File: config.mk
export PLATFORM = sky130hd
export DESIGN_NAME = serial_cfg_loader
export DESIGN_NICKNAME = d
export VERILOG_FILES = /design/src/rtl/cfg_loader_pkg.sv /design/src/rtl/cfg_bus_sync.sv /design/src/rtl/cfg_frame_shifter.sv /design/src/rtl/cfg_frame_judge.sv /design/src/rtl/cfg_holding_reg.sv /design/src/rtl/serial_cfg_loader.sv
export SDC_FILE = /design/constraint.sdc
export NUM_CORES = 1
export LEC_CHECK = 0
export ABC_AREA = 1
export ABC_CLOCK_PERIOD_IN_PS = 2810
export BUFFER_PORTS_ARGS = -buffer_cell sky130_fd_sc_hd__buf_2
export CAP_MARGIN = 0
export CORE_MARGIN = 1
export CORE_UTILIZATION = 30
export CTS_CLUSTER_SIZE = 16
export DETAILED_ROUTE_END_ITERATION = 7
export HOLD_SLACK_MARGIN = 0.1
export PLACE_DENSITY = 0.58
export SLEW_MARGIN = 10
export SYNTH_ARGS = -nofsm -noshare
export SYNTH_HDL_FRONTEND = slang
export SYNTH_SLANG_ARGS = --single-unit
File: constraint.sdc
create_clock -name clk -period 2.81 [get_ports clk]
set_clock_uncertainty 0.2 [all_clocks]
set_input_delay 0.4215 -clock clk [delete_from_list [all_inputs] [get_ports clk]]
set_output_delay 0.4215 -clock clk [all_outputs]
set_load 0.02 [all_outputs]
File: src/rtl/cfg_loader_pkg.sv
package cfg_loader_pkg;

  // Outcome of judging a frame at the enable rising edge
  typedef enum logic [1:0] {
    VERDICT_NONE = 2'd0,
    VERDICT_REF  = 2'd1,
    VERDICT_PROG = 2'd2,
    VERDICT_BAD  = 2'd3
  } verdict_e;

  // Positions of the three bus lines in the synchronizer vector
  localparam int LINE_CLK  = 0;
  localparam int LINE_DATA = 1;
  localparam int LINE_EN   = 2;
  localparam int LINE_CNT  = 3;

endpackage

File: src/rtl/cfg_bus_sync.sv
module cfg_bus_sync #(
  parameter int STAGES = 2,
  parameter int WIDTH  = 3
) (
  input  logic             clk,
  input  logic             rst,
  input  logic [WIDTH-1:0] async_i,
  output logic [WIDTH-1:0] level_o,
  output logic [WIDTH-1:0] rise_o
);

  logic [STAGES-1:0][WIDTH-1:0] stage_q;
  logic [WIDTH-1:0]             last_q;

  always_ff @(posedge clk) begin
    if (rst) begin
      stage_q <= '0;
      last_q  <= '0;
    end else begin
      stage_q[0] <= async_i;
      for (int s = 1; s < STAGES; s++) begin
        stage_q[s] <= stage_q[s-1];
      end
      last_q <= stage_q[STAGES-1];
    end
  end

  assign level_o = stage_q[STAGES-1];

  generate
    for (genvar b = 0; b < WIDTH; b++) begin : g_edge
      assign rise_o[b] = stage_q[STAGES-1][b] & ~last_q[b];
    end
  endgenerate

endmodule

File: src/rtl/cfg_frame_shifter.sv
module cfg_frame_shifter #(
  parameter int FRAME_W = 19,
  parameter int CNT_W   = 5
) (
  input  logic               clk,
  input  logic               rst,
  input  logic               shift_i,
  input  logic               bit_i,
  input  logic               restart_i,
  output logic [FRAME_W-1:0] frame_o,
  output logic [CNT_W-1:0]   count_o
);

  // Count stops one past the longest legal frame, so overlong frames stay illegal
  localparam logic [CNT_W-1:0] CNT_CAP = CNT_W'(FRAME_W + 1);

  logic [FRAME_W-1:0] frame_q;
  logic [CNT_W-1:0]   count_q;

  always_ff @(posedge clk) begin
    if (rst) begin
      frame_q <= '0;
      count_q <= '0;
    end else begin
      if (shift_i) begin
        frame_q <= {frame_q[FRAME_W-2:0], bit_i};
      end
      if (restart_i) begin
        count_q <= '0;
      end else if (shift_i && (count_q != CNT_CAP)) begin
        count_q <= count_q + 1'b1;
      end
    end
  end

  assign frame_o = frame_q;
  assign count_o = count_q;

  AST_COUNT_RESTART: assert property (@(posedge clk) disable iff (rst)
    restart_i |=> (count_q == '0));

  AST_SHIFT_ENTRY: assert property (@(posedge clk) disable iff (rst)
    shift_i |=> (frame_q[0] == $past(bit_i)));

  AST_HOLD_IDLE: assert property (@(posedge clk) disable iff (rst)
    !shift_i |=> $stable(frame_q));

endmodule

File: src/rtl/cfg_frame_judge.sv
module cfg_frame_judge
  import cfg_loader_pkg::*;
#(
  parameter int REF_LEN  = 16,
  parameter int PROG_LEN = 19,
  parameter int CNT_W    = 5
) (
  input  logic             strobe_i,
  input  logic             ctrl_bit_i,
  input  logic [CNT_W-1:0] count_i,
  output verdict_e         verdict_o
);

  localparam logic [CNT_W-1:0] REF_CNT  = CNT_W'(REF_LEN);
  localparam logic [CNT_W-1:0] PROG_CNT = CNT_W'(PROG_LEN);

  always_comb begin
    verdict_o = VERDICT_NONE;
    if (strobe_i) begin
      if (ctrl_bit_i && (count_i == REF_CNT)) begin
        verdict_o = VERDICT_REF;
      end else if (!ctrl_bit_i && (count_i == PROG_CNT)) begin
        verdict_o = VERDICT_PROG;
      end else begin
        verdict_o = VERDICT_BAD;
      end
    end
  end

endmodule

File: src/rtl/cfg_holding_reg.sv
module cfg_holding_reg #(
  parameter int WIDTH = 15
) (
  input  logic             clk,
  input  logic             rst,
  input  logic             load_i,
  input  logic [WIDTH-1:0] data_i,
  output logic [WIDTH-1:0] data_o
);

  always_ff @(posedge clk) begin
    if (rst) begin
      data_o <= '0;
    end else if (load_i) begin
      data_o <= data_i;
    end
  end

endmodule

File: src/rtl/serial_cfg_loader.sv
module serial_cfg_loader
  import cfg_loader_pkg::*;
#(
  parameter int SYNC_STAGES = 2,
  parameter int REF_RATIO_W = 14,
  parameter int SWALLOW_W   = 7,
  parameter int MAIN_W      = 11
) (
  input  logic                   clk,
  input  logic                   rst,
  input  logic                   bus_clk_i,
  input  logic                   bus_data_i,
  input  logic                   bus_en_i,
  output logic [REF_RATIO_W-1:0] ref_ratio_o,
  output logic                   presc_sel_o,
  output logic [SWALLOW_W-1:0]   swallow_o,
  output logic [MAIN_W-1:0]      main_ratio_o,
  output logic                   ref_load_o,
  output logic                   prog_load_o,
  output logic                   frame_err_o
);

  localparam int REF_LEN    = REF_RATIO_W + 2;
  localparam int PROG_LEN   = SWALLOW_W + MAIN_W + 1;
  localparam int FRAME_W    = (PROG_LEN > REF_LEN) ? PROG_LEN : REF_LEN;
  localparam int CNT_W      = $clog2(FRAME_W + 2);
  localparam int REF_PAY_W  = REF_LEN - 1;
  localparam int PROG_PAY_W = PROG_LEN - 1;

  logic [LINE_CNT-1:0] line_level;
  logic [LINE_CNT-1:0] line_rise;
  logic [FRAME_W-1:0]  frame;
  logic [CNT_W-1:0]    bit_count;
  logic [REF_PAY_W-1:0]  ref_word;
  logic [PROG_PAY_W-1:0] prog_word;
  verdict_e            verdict;
  logic                en_rise;
  logic                shift_ok;
  logic                take_ref;
  logic                take_prog;
  logic                take_bad;
  logic                ref_load_q;
  logic                prog_load_q;
  logic                err_q;

  cfg_bus_sync #(
    .STAGES (SYNC_STAGES),
    .WIDTH  (LINE_CNT)
  ) u_sync (
    .clk     (clk),
    .rst     (rst),
    .async_i ({bus_en_i, bus_data_i, bus_clk_i}),
    .level_o (line_level),
    .rise_o  (line_rise)
  );

  assign en_rise  = line_rise[LINE_EN];
  // No shifting while enable is high, including the cycle it rises
  assign shift_ok = line_rise[LINE_CLK] & ~line_level[LINE_EN];

  cfg_frame_shifter #(
    .FRAME_W (FRAME_W),
    .CNT_W   (CNT_W)
  ) u_shift (
    .clk       (clk),
    .rst       (rst),
    .shift_i   (shift_ok),
    .bit_i     (line_level[LINE_DATA]),
    .restart_i (en_rise),
    .frame_o   (frame),
    .count_o   (bit_count)
  );

  cfg_frame_judge #(
    .REF_LEN  (REF_LEN),
    .PROG_LEN (PROG_LEN),
    .CNT_W    (CNT_W)
  ) u_judge (
    .strobe_i   (en_rise),
    .ctrl_bit_i (frame[0]),
    .count_i    (bit_count),
    .verdict_o  (verdict)
  );

  assign take_ref  = (verdict == VERDICT_REF);
  assign take_prog = (verdict == VERDICT_PROG);
  assign take_bad  = (verdict == VERDICT_BAD);

  cfg_holding_reg #(
    .WIDTH (REF_PAY_W)
  ) u_ref_reg (
    .clk    (clk),
    .rst    (rst),
    .load_i (take_ref),
    .data_i (frame[REF_LEN-1:1]),
    .data_o (ref_word)
  );

  cfg_holding_reg #(
    .WIDTH (PROG_PAY_W)
  ) u_prog_reg (
    .clk    (clk),
    .rst    (rst),
    .load_i (take_prog),
    .data_i (frame[PROG_LEN-1:1]),
    .data_o (prog_word)
  );

  always_ff @(posedge clk) begin
    if (rst) begin
      ref_load_q  <= 1'b0;
      prog_load_q <= 1'b0;
      err_q       <= 1'b0;
    end else begin
      ref_load_q  <= take_ref;
      prog_load_q <= take_prog;
      if (take_bad) begin
        err_q <= 1'b1;
      end else if (take_ref || take_prog) begin
        err_q <= 1'b0;
      end
    end
  end

  assign ref_ratio_o  = ref_word[REF_RATIO_W-1:0];
  assign presc_sel_o  = ref_word[REF_PAY_W-1];
  assign swallow_o    = prog_word[SWALLOW_W-1:0];
  assign main_ratio_o = prog_word[PROG_PAY_W-1:SWALLOW_W];
  assign ref_load_o   = ref_load_q;
  assign prog_load_o  = prog_load_q;
  assign frame_err_o  = err_q;

  AST_LOAD_EXCLUSIVE: assert property (@(posedge clk) disable iff (rst)
    $onehot0({ref_load_o, prog_load_o}));

  AST_REF_PULSE_SHORT: assert property (@(posedge clk) disable iff (rst)
    ref_load_o |=> !ref_load_o);

  AST_PROG_PULSE_SHORT: assert property (@(posedge clk) disable iff (rst)
    prog_load_o |=> !prog_load_o);

  AST_REF_ATOMIC: assert property (@(posedge clk) disable iff (rst)
    !ref_load_o |-> $stable({presc_sel_o, ref_ratio_o}));

  AST_PROG_ATOMIC: assert property (@(posedge clk) disable iff (rst)
    !prog_load_o |-> $stable({main_ratio_o, swallow_o}));

  AST_ERR_NO_LOAD: assert property (@(posedge clk) disable iff (rst)
    $rose(frame_err_o) |-> (!ref_load_o && !prog_load_o));

  AST_ERR_CLEARS: assert property (@(posedge clk) disable iff (rst)
    $fell(frame_err_o) |-> (ref_load_o || prog_load_o));

endmodule

==> results of run 1 <==
==> cell type report <==
class                   count  area, um2
fillers                   880       5160
flip-flops and latches     68       1360
multi-input cells         226       1050
repair buffers             47        260
clock inverters             7        163
inverters                  35        131
well taps                 105        131
clock buffers               9        124
==> stage by stage <==
step | setup WS, ns | total power, W | hold slack [ns] | instance area (um2)
global route | 0.907 | 0.00225 | 0.238 | 3220
CTS | 1.07 | 0.00220 | 0.207 | 3220
finish | 1.08 | 0.00217 | 0.203 | 3220
global placement | 1.13 | 0.00105 | 0.193 | 2910
floorplan | 1.30 | 0.00104 | 0.188 | 2640
detailed placement | 1.10 | 0.00105 | 0.195 | 2910
==> cells by family after synthesis <==
family | after synthesis
and+or+nand+nor | 194
DFF | 68
buffers and inverters | 53
AOI/OAI and AO/OA | 29
adders and majority gates | 2
xor gates and xnor gates | 1
==> flip-flops by register name, indices dropped and copies added, names as in the netlist <==
name               flops
ref_load_o             1
u_shift.frame_o       19
frame_err_o            1
u_sync.level_o         3
u_sync.last_q          2
u_ref_reg.data_o      15
prog_load_o            1
u_prog_reg.data_o     18
u_sync.stage_q         3
u_shift.count_o        5
==> power by group through the flow <==
stage / logic [W] / registers, W / clock network (W)
final: 0.0000537 / 0.000977 / 0.00114
after global routing: 0.0000612 / 0.000977 / 0.00121
after CTS: 0.0000545 / 0.000976 / 0.00117
after detailed placement: 0.0000516 / 0.000999 / 0
after global placement: 0.0000505 / 0.000999 / 0
after floorplan: 0.0000378 / 0.000999 / 0
==> worst paths after layout <==
path	startpoint	end	cells past startpoint	slack, ns
min	u_sync.stage_q[1]	u_sync.level_o[1]	2	0.20
max reg2reg	u_shift.count_o[0]	u_prog_reg.data_o[4]	7	1.08
min reg2reg	u_sync.stage_q[1]	u_sync.level_o[1]	2	0.20
max	u_shift.count_o[0]	u_prog_reg.data_o[4]	7	1.08
==> worst max-delay path: stages (launching register included) <==
cell and delay (ns):
dfxtp_1 0.39, ha_1 0.30, nand2_1 0.08, inv_1 0.07, nand3_2 0.13, nor2_8 0.28, nand3_1 0.14, nand2_1 0.08
==> layout by cell type (no fill, tap or decap), types with 3 or more instances in the layout <==
cell type      synthesis  layout
bufinv_16              0       5
buf_4                  0       4
o21ai_0                4       4
clkbuf_8               0       9
inv_2                  4       4
nand2_1               98      98
dlygate4sd3_1          0       3
nand4_1                3       3
buf_2                  6      40
nand3_1               40      40
dfxtp_1               68      68
nor2_1                44      44
inv_1                 30      30
a21oi_1               25      25
==> layer usage <==
| metal | part of all wire, % | global-route usage [%] | vias to the layer above | wire, um |
|---|---|---|---|---|
| met3 | 5.4 | 5.45 | 4 | 302 |
| met2 | 42 | 18.9 | 53 | 2330 |
| met1 | 52 | 19.2 | 962 | 2880 |
| met4 | 1.0 | 4.48 | 0 | 57 |
| met5 | 0 | 0 | - | 0 |
| li1 | - | - | 1164 | - |
==> cell usage after synthesis, drive strengths merged <==
cell type	count
nand3b	1
clkinv	1
clkbuf	9
nand2	99
ha	2
nor2	48
nand4	3
a21oi	25
inv	34
dfxtp	68
nand3	43
xor2	1
o21ai	4
buf	9
==> repair_timing <==
action | in CTS | in global routing
setup buffers | 0 | 0
hold endpoints to repair | 3 | 0
hold buffers | 3 | 0
==> impl_metrics.py, run 1 <==
metrics = {
    "die": {
        "die_w_um": 95.9,
        "pin_count": 41,
        "rows": 33,
        "dieArea_mm2": 0.00919,
        "start_util_pct": 31.5,
        "design.core.area_mm2": 0.00838,
        "die-height_um": 95.9,
    },
    "yosys": {
        "ys_seq_area_share_pct": 51.5,
        "ys_types": 22,
        "synthAdderAreaFrac_pct": 0.947,
        "yosysWarnings": 0,
        "synth.avg_cell_area_um2": 7.62,
        "synth_top_area_cell": "dfxtp_1",
        "synth_fp_nets": 354,
        "yosys_register_bits": 68,
        "synth-simple-area-share_pct": 33.0,
        "synth_xor_xnor_area_share_pct": 0.331,
        "synthMuxAreaShare_pct": 0,
        "synthCells": 347,
        "synth_compound_area_share_pct": 5.49,
        "synth_top_area_share_pct": 51.5,
        "synth_top_family_by_area": "simple AND/OR/NAND/NOR gates",
        "synthesis.area_mm2": 0.00264,
        "yosys-top-cells-area": "dfxtp_1, nand2_1, nand3_1",
    },
    "critical_path": {
        "worstPathArrival_ns": 1.82,
        "path_max_fanout": 18,
        "worstSetupPathType": "reg -> reg",
        "crit_required_ns": 2.90,
        "startpoint_type": "flip-flop",
        "end_kind": "flip-flop",
    },
    "pwr": {
        "power_frac_comb_pct": 2.5,
        "clockPowerShare_pct": 52.5,
        "p_sw_w": 0.000417,
        "max-vdd-ir-drop_mv": 0.297,
        "leakage_nw": 1.58,
        "swShare_pct": 19.2,
        "pwr-share-seq_pct": 45.0,
        "power.density_mw_per_mm2": 674,
        "intPower_w": 0.00175,
    },
    "route": {
        "vias_per_cell": 4.39,
        "remaining_drc_errors": 0,
        "drtIter0Drc": 119,
        "wl_per_cell_um": 11.2,
        "vias": 2183,
        "first_pass_iters": 4,
        "totalWireLength_um": 5570,
        "ant_nets": 0,
    },
    "place": {
        "dp_cells": 478,
        "gp_congestion": 0.770,
        "dpl.hpwl_um": 3620,
        "portBuffers": 40,
    },
    "cells_and_area": {
        "nNetsFinal": 394,
        "layout-area-overhead-vs-synth_pct": 22.0,
        "antennaDiodeCount": 0,
        "drive_above_1_share_pct": 18.4,
        "finish.utilization_pct": 38.5,
        "final_cells": 497,
    },
    "global_routing": {
        "grt_start_max_net_pins": 54,
        "grt_pass1_wl_um": 9450,
        "grt-ovfl-total": 0,
        "grt_usage_pct": 13.7,
        "antenna_found_initial": 0,
        "grt_pass1_vias": 1944,
    },
    "cts": {
        "h-tree-depth": 3,
        "clockRootBuffer": "clkbuf_8",
        "clk_latency_ns": 0.34,
        "cts_tree": "built",
        "cts_buffers": 9,
        "ctsResizeCount": 0,
        "clkSinkCount": 68,
        "clk_transition_reported_paths_ns": 0.07,
        "clockBufferDepth": 2,
    },
    "timing": {
        "slew_viol_final": 0,
        "tns_ns": 0,
        "setup_viol": 0,
        "finalHoldViolations": 0,
        "period_share_pct": 61.7,
        "fmax_mhz": 576,
        "worst_pin_slew_ns": 0.508,
        "finalCriticalPeriod_ns": 1.73,
        "rsz0062_at_grt": "no",
        "slew_headroom_pct": 66.1,
    },
    "run_status": {
        "status": "finished clean",
    },
    "min_path": {
        "worstHoldPathType": "reg -> reg",
    },
    "run": {
        "drv_cap": 0,
    },
}
Note: power is estimated with default switching activity, not from simulation.
==> run 2, diff against run 1 <==
--- a/config.mk
+++ b/config.mk
@@ -6,7 +6,7 @@
 export NUM_CORES = 1
 export LEC_CHECK = 0
 export ABC_AREA = 1
-export ABC_CLOCK_PERIOD_IN_PS = 2810
+export ABC_CLOCK_PERIOD_IN_PS = 1500
 export BUFFER_PORTS_ARGS = -buffer_cell sky130_fd_sc_hd__buf_2
 export CAP_MARGIN = 0
 export CORE_MARGIN = 1
@@ -14,7 +14,7 @@
 export CTS_CLUSTER_SIZE = 16
 export DETAILED_ROUTE_END_ITERATION = 7
 export HOLD_SLACK_MARGIN = 0.1
-export PLACE_DENSITY = 0.58
+export PLACE_DENSITY = 0.59
 export SLEW_MARGIN = 10
 export SYNTH_ARGS = -nofsm -noshare
 export SYNTH_HDL_FRONTEND = slang
==> constraint.sdc (replaced) <==
create_clock -name clk -period 1.5 [get_ports clk]
set_clock_uncertainty 0.2 [all_clocks]
set_input_delay 0.225 -clock clk [delete_from_list [all_inputs] [get_ports clk]]
set_output_delay 0.225 -clock clk [all_outputs]
set_load 0.02 [all_outputs]
==> impl_metrics.py, run 2 (synthesis results as in run 1) <==
metrics = {
    "run": {
        "drv_cap": 0,
    },
    "route": {
        "vias_per_cell": 4.50,
        "vias": 2338,
        "wl_per_cell_um": 12.1,
        "remaining_drc_errors": 0,
        "first_pass_iters": 4,
        "ant_nets": 0,
        "totalWireLength_um": 6260,
        "drtIter0Drc": 183,
    },
    "cells_and_area": {
        "final_cell_mix": "nand2_1, dfxtp_1, nand3_1, buf_2, nor2_1",
        "largest_reg_flops": 19,
        "seq_area_mm2": 0.00137,
        "antennaDiodeCount": 0,
        "multi_input_area_mm2": 0.00120,
        "n_fill_cell": 866,
        "drive_above_1_share_pct": 29.0,
        "layout-area-overhead-vs-synth_pct": 31.4,
        "nNetsFinal": 416,
        "final_common_cell": "nand2_1",
    },
    "timing": {
        "finalHoldViolations": 0,
        "slew_headroom_pct": 78.5,
        "finalWorstSetupSlack_ns": -0.0797,
        "finalCriticalPeriod_ns": 1.58,
        "fmax_mhz": 633,
        "rsz0062_at_grt": "yes",
        "period_share_pct": 105,
        "setup_viol": 27,
        "slew_viol_final": 0,
        "worst_pin_slew_ns": 0.323,
        "tns_ns": -1.03,
    },
    "critical_path": {
        "worstSetupPathType": "reg -> reg",
        "rrSetupSlack_ns": -0.08,
        "path_max_fanout": 15,
        "r2r_cells": 9,
        "crit_required_ns": 1.54,
        "r2r_end": "u_ref_reg.data_o[5]",
        "end_kind": "flip-flop",
        "startpoint_type": "flip-flop",
        "r2r_start": "u_shift.count_o[1]",
        "worstPathArrival_ns": 1.62,
    },
    "cts": {
        "h-tree-depth": 3,
        "clockRootBuffer": "clkbuf_8",
        "clockBufferDepth": 2,
        "clk_transition_reported_paths_ns": 0.07,
        "cts_tree": "built",
        "cts_buffers": 9,
        "clkSinkCount": 68,
        "clk_latency_ns": 0.34,
    },
    "die": {
        "pin_count": 41,
        "die_w_um": 95.9,
        "design.core.area_mm2": 0.00838,
        "die-height_um": 95.9,
        "start_util_pct": 31.5,
        "dieArea_mm2": 0.00919,
        "rows": 33,
    },
    "min_path": {
        "min_to": "u_prog_reg.data_o[3]",
        "hold_start": "rst",
        "hold-path-cell-count": 4,
        "worstHoldPathType": "in -> reg",
    },
    "run_status": {
        "failed_checks": "setup timing",
        "status": "finished, violations left",
    },
    "place": {
        "dpl.hpwl_um": 3780,
        "portBuffers": 40,
        "gp_congestion": 0.774,
    },
    "pwr": {
        "power.density_mw_per_mm2": 951,
        "power_frac_comb_pct": 4.3,
        "swShare_pct": 23.9,
        "pwr-share-seq_pct": 55.4,
        "leakage_nw": 1.65,
        "intPower_w": 0.00251,
        "clockPowerShare_pct": 40.3,
        "power.total_w": 0.00330,
        "max-vdd-ir-drop_mv": 0.597,
        "p_sw_w": 0.000790,
    },
    "global_routing": {
        "grt_pass1_vias": 1959,
        "grt_start_max_net_pins": 32,
        "grt-ovfl-total": 0,
        "grt_usage_pct": 13.5,
        "grt_pass1_wl_um": 9380,
        "antenna_found_initial": 0,
    },
}
## run 2: cell count changes in the layout (fill, tap and decap cells not counted), sizes merged, moves of 2 or more
cell and change:
clkbuf +3, buf +16, bufinv -5, nor2 +3, clkinv +2
## run 2: power groups by stage
stage | logic (W) | clock network, W | registers [W]
6_report | 0.000142 | 0.00133 | 0.00183
5_1_grt | 0.000157 | 0.00145 | 0.00183
4_1_cts | 0.000127 | 0.00137 | 0.00183
3_5_place_dp | 0.000118 | 0 | 0.00187
3_3_place_gp | 0.000116 | 0 | 0.00187
2_1_floorplan | 0.0000708 | 0 | 0.00187
## run 2: layout make-up
cell class	count	area share (%)
Clock inverter	6	1.12
Sequential cell	68	39.3
Timing Repair Buffer	65	13.3
Tap cell	105	3.78
Multi-Input combinational cell	230	34.7
Inverter	35	3.85
Clock buffer	10	3.96
## run 2: per-stage QoR
step / hold slack, ns / cells / instance area [um2] / setup slack (ns) / utilization, %
floorplan: 0.132 / 347 / 2650 / 0.00722 / -
global placement: 0.190 / 489 / 3020 / -0.0140 / 36.0
detailed placement: 0.192 / 489 / 3020 / -0.0445 / 36.0
CTS: 0.111 / 510 / 3260 / -0.0338 / 38.9
global route: 0.139 / 519 / 3470 / -0.172 / 41.4
finish: 0.120 / 519 / 3470 / -0.0797 / 41.4
## run 2: worst max-delay path, cell delays in order (launching register included)
cell	delay [ns]
dfxtp_2	0.34
inv_2	0.07
ha_4	0.13
nand2_2	0.06
inv_4	0.09
nand4_1	0.11
buf_6	0.16
clkbuf_16	0.17
nor2_2	0.11
nor2_2	0.04
## run 2: worst max path at each step
stage / from / slack [ns] / endpoint / cells past startpoint
after floorplan: u_shift.count_o[1] / 0.007 / u_prog_reg.data_o[11] / 8
after global placement: u_shift.count_o[0] / -0.01 / u_prog_reg.data_o[6] / 9
after detailed placement: u_shift.count_o[1] / -0.04 / u_prog_reg.data_o[4] / 9
after CTS: u_shift.count_o[0] / -0.03 / u_prog_reg.data_o[10] / 6
after global routing: u_shift.count_o[1] / -0.17 / u_ref_reg.data_o[5] / 9
final: u_shift.count_o[1] / -0.08 / u_ref_reg.data_o[5] / 9
## run 2: routing by layer
| metal | wire (um) | GRT usage, % | vias up |
|---|---|---|---|
| met5 | 0 | 0 | - |
| met4 | 91 | 6.72 | 0 |
| met3 | 370 | 3.40 | 10 |
| met2 | 2720 | 18.4 | 69 |
| met1 | 3080 | 19.4 | 1049 |
| li1 | - | - | 1210 |
## run 2: repair_timing
item	CTS	global route
hold endpoints to repair	3	0
pin swaps	2	10
gates cloned	2	4
gates resized for setup	6	30
endpoints found under the setup margin	34	42
hold buffers	3	0
setup buffers	0	5
==> run 3, diff against run 2 <==
--- a/config.mk
+++ b/config.mk
@@ -15,6 +15,7 @@
 export DETAILED_ROUTE_END_ITERATION = 7
 export HOLD_SLACK_MARGIN = 0.1
 export PLACE_DENSITY = 0.59
+export REMOVE_ABC_BUFFERS = 1
 export SLEW_MARGIN = 10
 export SYNTH_ARGS = -nofsm -noshare
 export SYNTH_HDL_FRONTEND = slang
==> impl_metrics.py, run 3 (synthesis results as in run 1) <==
metrics = {
    "timing": {
        "period_share_pct": 105,
        "rsz0062_at_grt": "yes",
        "slew_viol_final": 0,
        "whs_ns": 0.125,
        "slew_headroom_pct": 56.4,
        "setup_viol": 43,
        "fmax_mhz": 637,
        "finalCriticalPeriod_ns": 1.57,
        "worst_pin_slew_ns": 0.652,
        "finalWorstSetupSlack_ns": -0.0688,
        "finalHoldViolations": 0,
    },
    "pwr": {
        "swShare_pct": 23.1,
        "p_sw_w": 0.000850,
        "power_frac_comb_pct": 4.3,
        "max-vdd-ir-drop_mv": 0.421,
        "pwr-share-seq_pct": 49.7,
        "power.density_mw_per_mm2": 1020,
        "power.total_w": 0.00368,
        "leakage_nw": 1.72,
        "intPower_w": 0.00283,
        "clockPowerShare_pct": 46.0,
    },
    "place": {
        "place_ws_ns": -0.120,
        "portBuffers": 40,
        "dpl.hpwl_um": 3620,
        "gp_congestion": 0.730,
        "dpl_cell_area_mm2": 0.00301,
    },
    "die": {
        "start_util_pct": 31.5,
        "dieArea_mm2": 0.00919,
        "pin_count": 41,
        "die-height_um": 95.9,
        "rows": 33,
        "design.core.area_mm2": 0.00838,
        "die_w_um": 95.9,
    },
    "route": {
        "remaining_drc_errors": 0,
        "ant_nets": 0,
        "totalWireLength_um": 6540,
        "vias": 2397,
        "first_pass_iters": 4,
        "vias_per_cell": 4.54,
        "wl_per_cell_um": 12.4,
        "drtIter0Drc": 73,
    },
    "critical_path": {
        "end_kind": "flip-flop",
        "worstSetupPathType": "reg -> reg",
        "r2r_start": "u_shift.count_o[1]",
        "r2r_end": "u_ref_reg.data_o[5]",
        "rrSetupSlack_ns": -0.07,
        "path_max_fanout": 8,
        "path_cells": "inv_2 -> ha_4 -> nand2_2 -> inv_4 -> nand4_1 -> buf_6 -> clkbuf_16 -> nand2_1 -> nand2_1 -> nor2_1",
        "worstPathArrival_ns": 1.66,
        "cpPeakStageDelay_ns": 0.34,
        "slowest_stage": "dfxtp_2",
        "crit_top_cell": "nand2_1",
        "crit_required_ns": 1.59,
        "r2r_cells": 10,
        "startpoint_type": "flip-flop",
    },
    "cells_and_area": {
        "final_common_cell": "nand2_1",
        "antennaDiodeCount": 0,
        "n_fill_cell": 868,
        "largest_reg_flops": 19,
        "layout-area-overhead-vs-synth_pct": 36.6,
        "final_cell_mix": "nand2_1, dfxtp_1, buf_2",
        "fin_area_mm2": 0.00361,
        "drive_above_1_share_pct": 27.9,
        "finish.utilization_pct": 43.1,
        "nNetsFinal": 425,
    },
    "run_status": {
        "failed_checks": "setup timing",
        "status": "finished, violations left",
    },
    "cts": {
        "clk_latency_ns": 0.35,
        "clkSinkCount": 68,
        "clockBufferDepth": 2,
        "clk_transition_reported_paths_ns": 0.08,
        "clockRootBuffer": "clkbuf_8",
        "cts_tree": "built",
        "cts_buffers": 9,
        "h-tree-depth": 3,
    },
    "global_routing": {
        "met3_usage_pct": 3.00,
        "met2_usage_pct": 24.3,
        "grt_pass1_wl_um": 10400,
        "grt-ovfl-total": 0,
        "antenna_found_initial": 0,
        "met1_usage_pct": 18.6,
        "grt_pass1_vias": 2195,
        "grt_start_max_net_pins": 32,
        "top_usage_layer": "met2",
        "grt_usage_pct": 15.1,
    },
    "min_path": {
        "worstHoldPathType": "in -> reg",
        "hold_start": "rst",
        "hold-path-cell-count": 5,
        "min_to": "u_shift.count_o[1]",
    },
    "run": {
        "drv_cap": 0,
    },
}
-- run 3: layout make-up --
type                            instances  area [um2]  share of cell area, %
Sequential cell                        68        1370                   37.8
Multi-Input combinational cell        230        1190                   32.9
Timing Repair Buffer                   74         568                   15.7
Inverter                               35         134                   3.71
Tap cell                              105         131                   3.64
Clock buffer                            9         124                   3.43
Clock inverter                          7        98.8                   2.74
-- run 3: timing repair --
item                                    CTS  global route
endpoints found under the setup margin   39            40
hold endpoints to repair                 27            16
pin swaps                                 6             7
gates cloned                              4             3
gates resized for setup                  13            20
hold buffers                             11             2
setup buffers                             3             1
-- run 3: power groups by stage --
| stage | Combinational, W | Sequential [W] | Clock, W |
|---|---|---|---|
| floorplan | 0.0000543 | 0.00187 | 0 |
| global placement | 0.000115 | 0.00187 | 0 |
| detailed placement | 0.000116 | 0.00187 | 0 |
| CTS | 0.000148 | 0.00183 | 0.00173 |
| global route | 0.000173 | 0.00183 | 0.00181 |
| finish | 0.000158 | 0.00183 | 0.00169 |
-- run 3: critical path: cells and delay by family, from the launching register on --
family,cells,cell delay [ns]
buffers and inverters,4,0.48
adders and majority gates,1,0.13
DFF,1,0.34
and+or+nand+nor,5,0.36
-- run 3: worst max-delay path by stage --
| stage | from | end | cells after the start |
|---|---|---|---|
| after floorplan | u_shift.count_o[0] | u_ref_reg.data_o[0] | 7 |
| after global placement | u_shift.count_o[0] | u_shift.count_o[3] | 7 |
| after detailed placement | u_shift.count_o[0] | u_prog_reg.data_o[10] | 9 |
| after CTS | u_shift.count_o[0] | u_prog_reg.data_o[14] | 7 |
| after global routing | u_shift.count_o[1] | u_prog_reg.data_o[14] | 7 |
| final | u_shift.count_o[1] | u_ref_reg.data_o[5] | 10 |
-- run 3: metrics by stage --
step                TNS, ns  instances
floorplan            -11.97        329
global placement      -2.00        488
detailed placement    -3.41        488
CTS                  -0.680        522
global route          -5.11        528
finish                -1.24        528
-- run 3: layer usage --
layer / up-vias / routed length (um)
met3: 13 / 293
met2: 55 / 2970
met5: - / 0
met1: 1097 / 3130
li1: 1232 / -
met4: 0 / 148
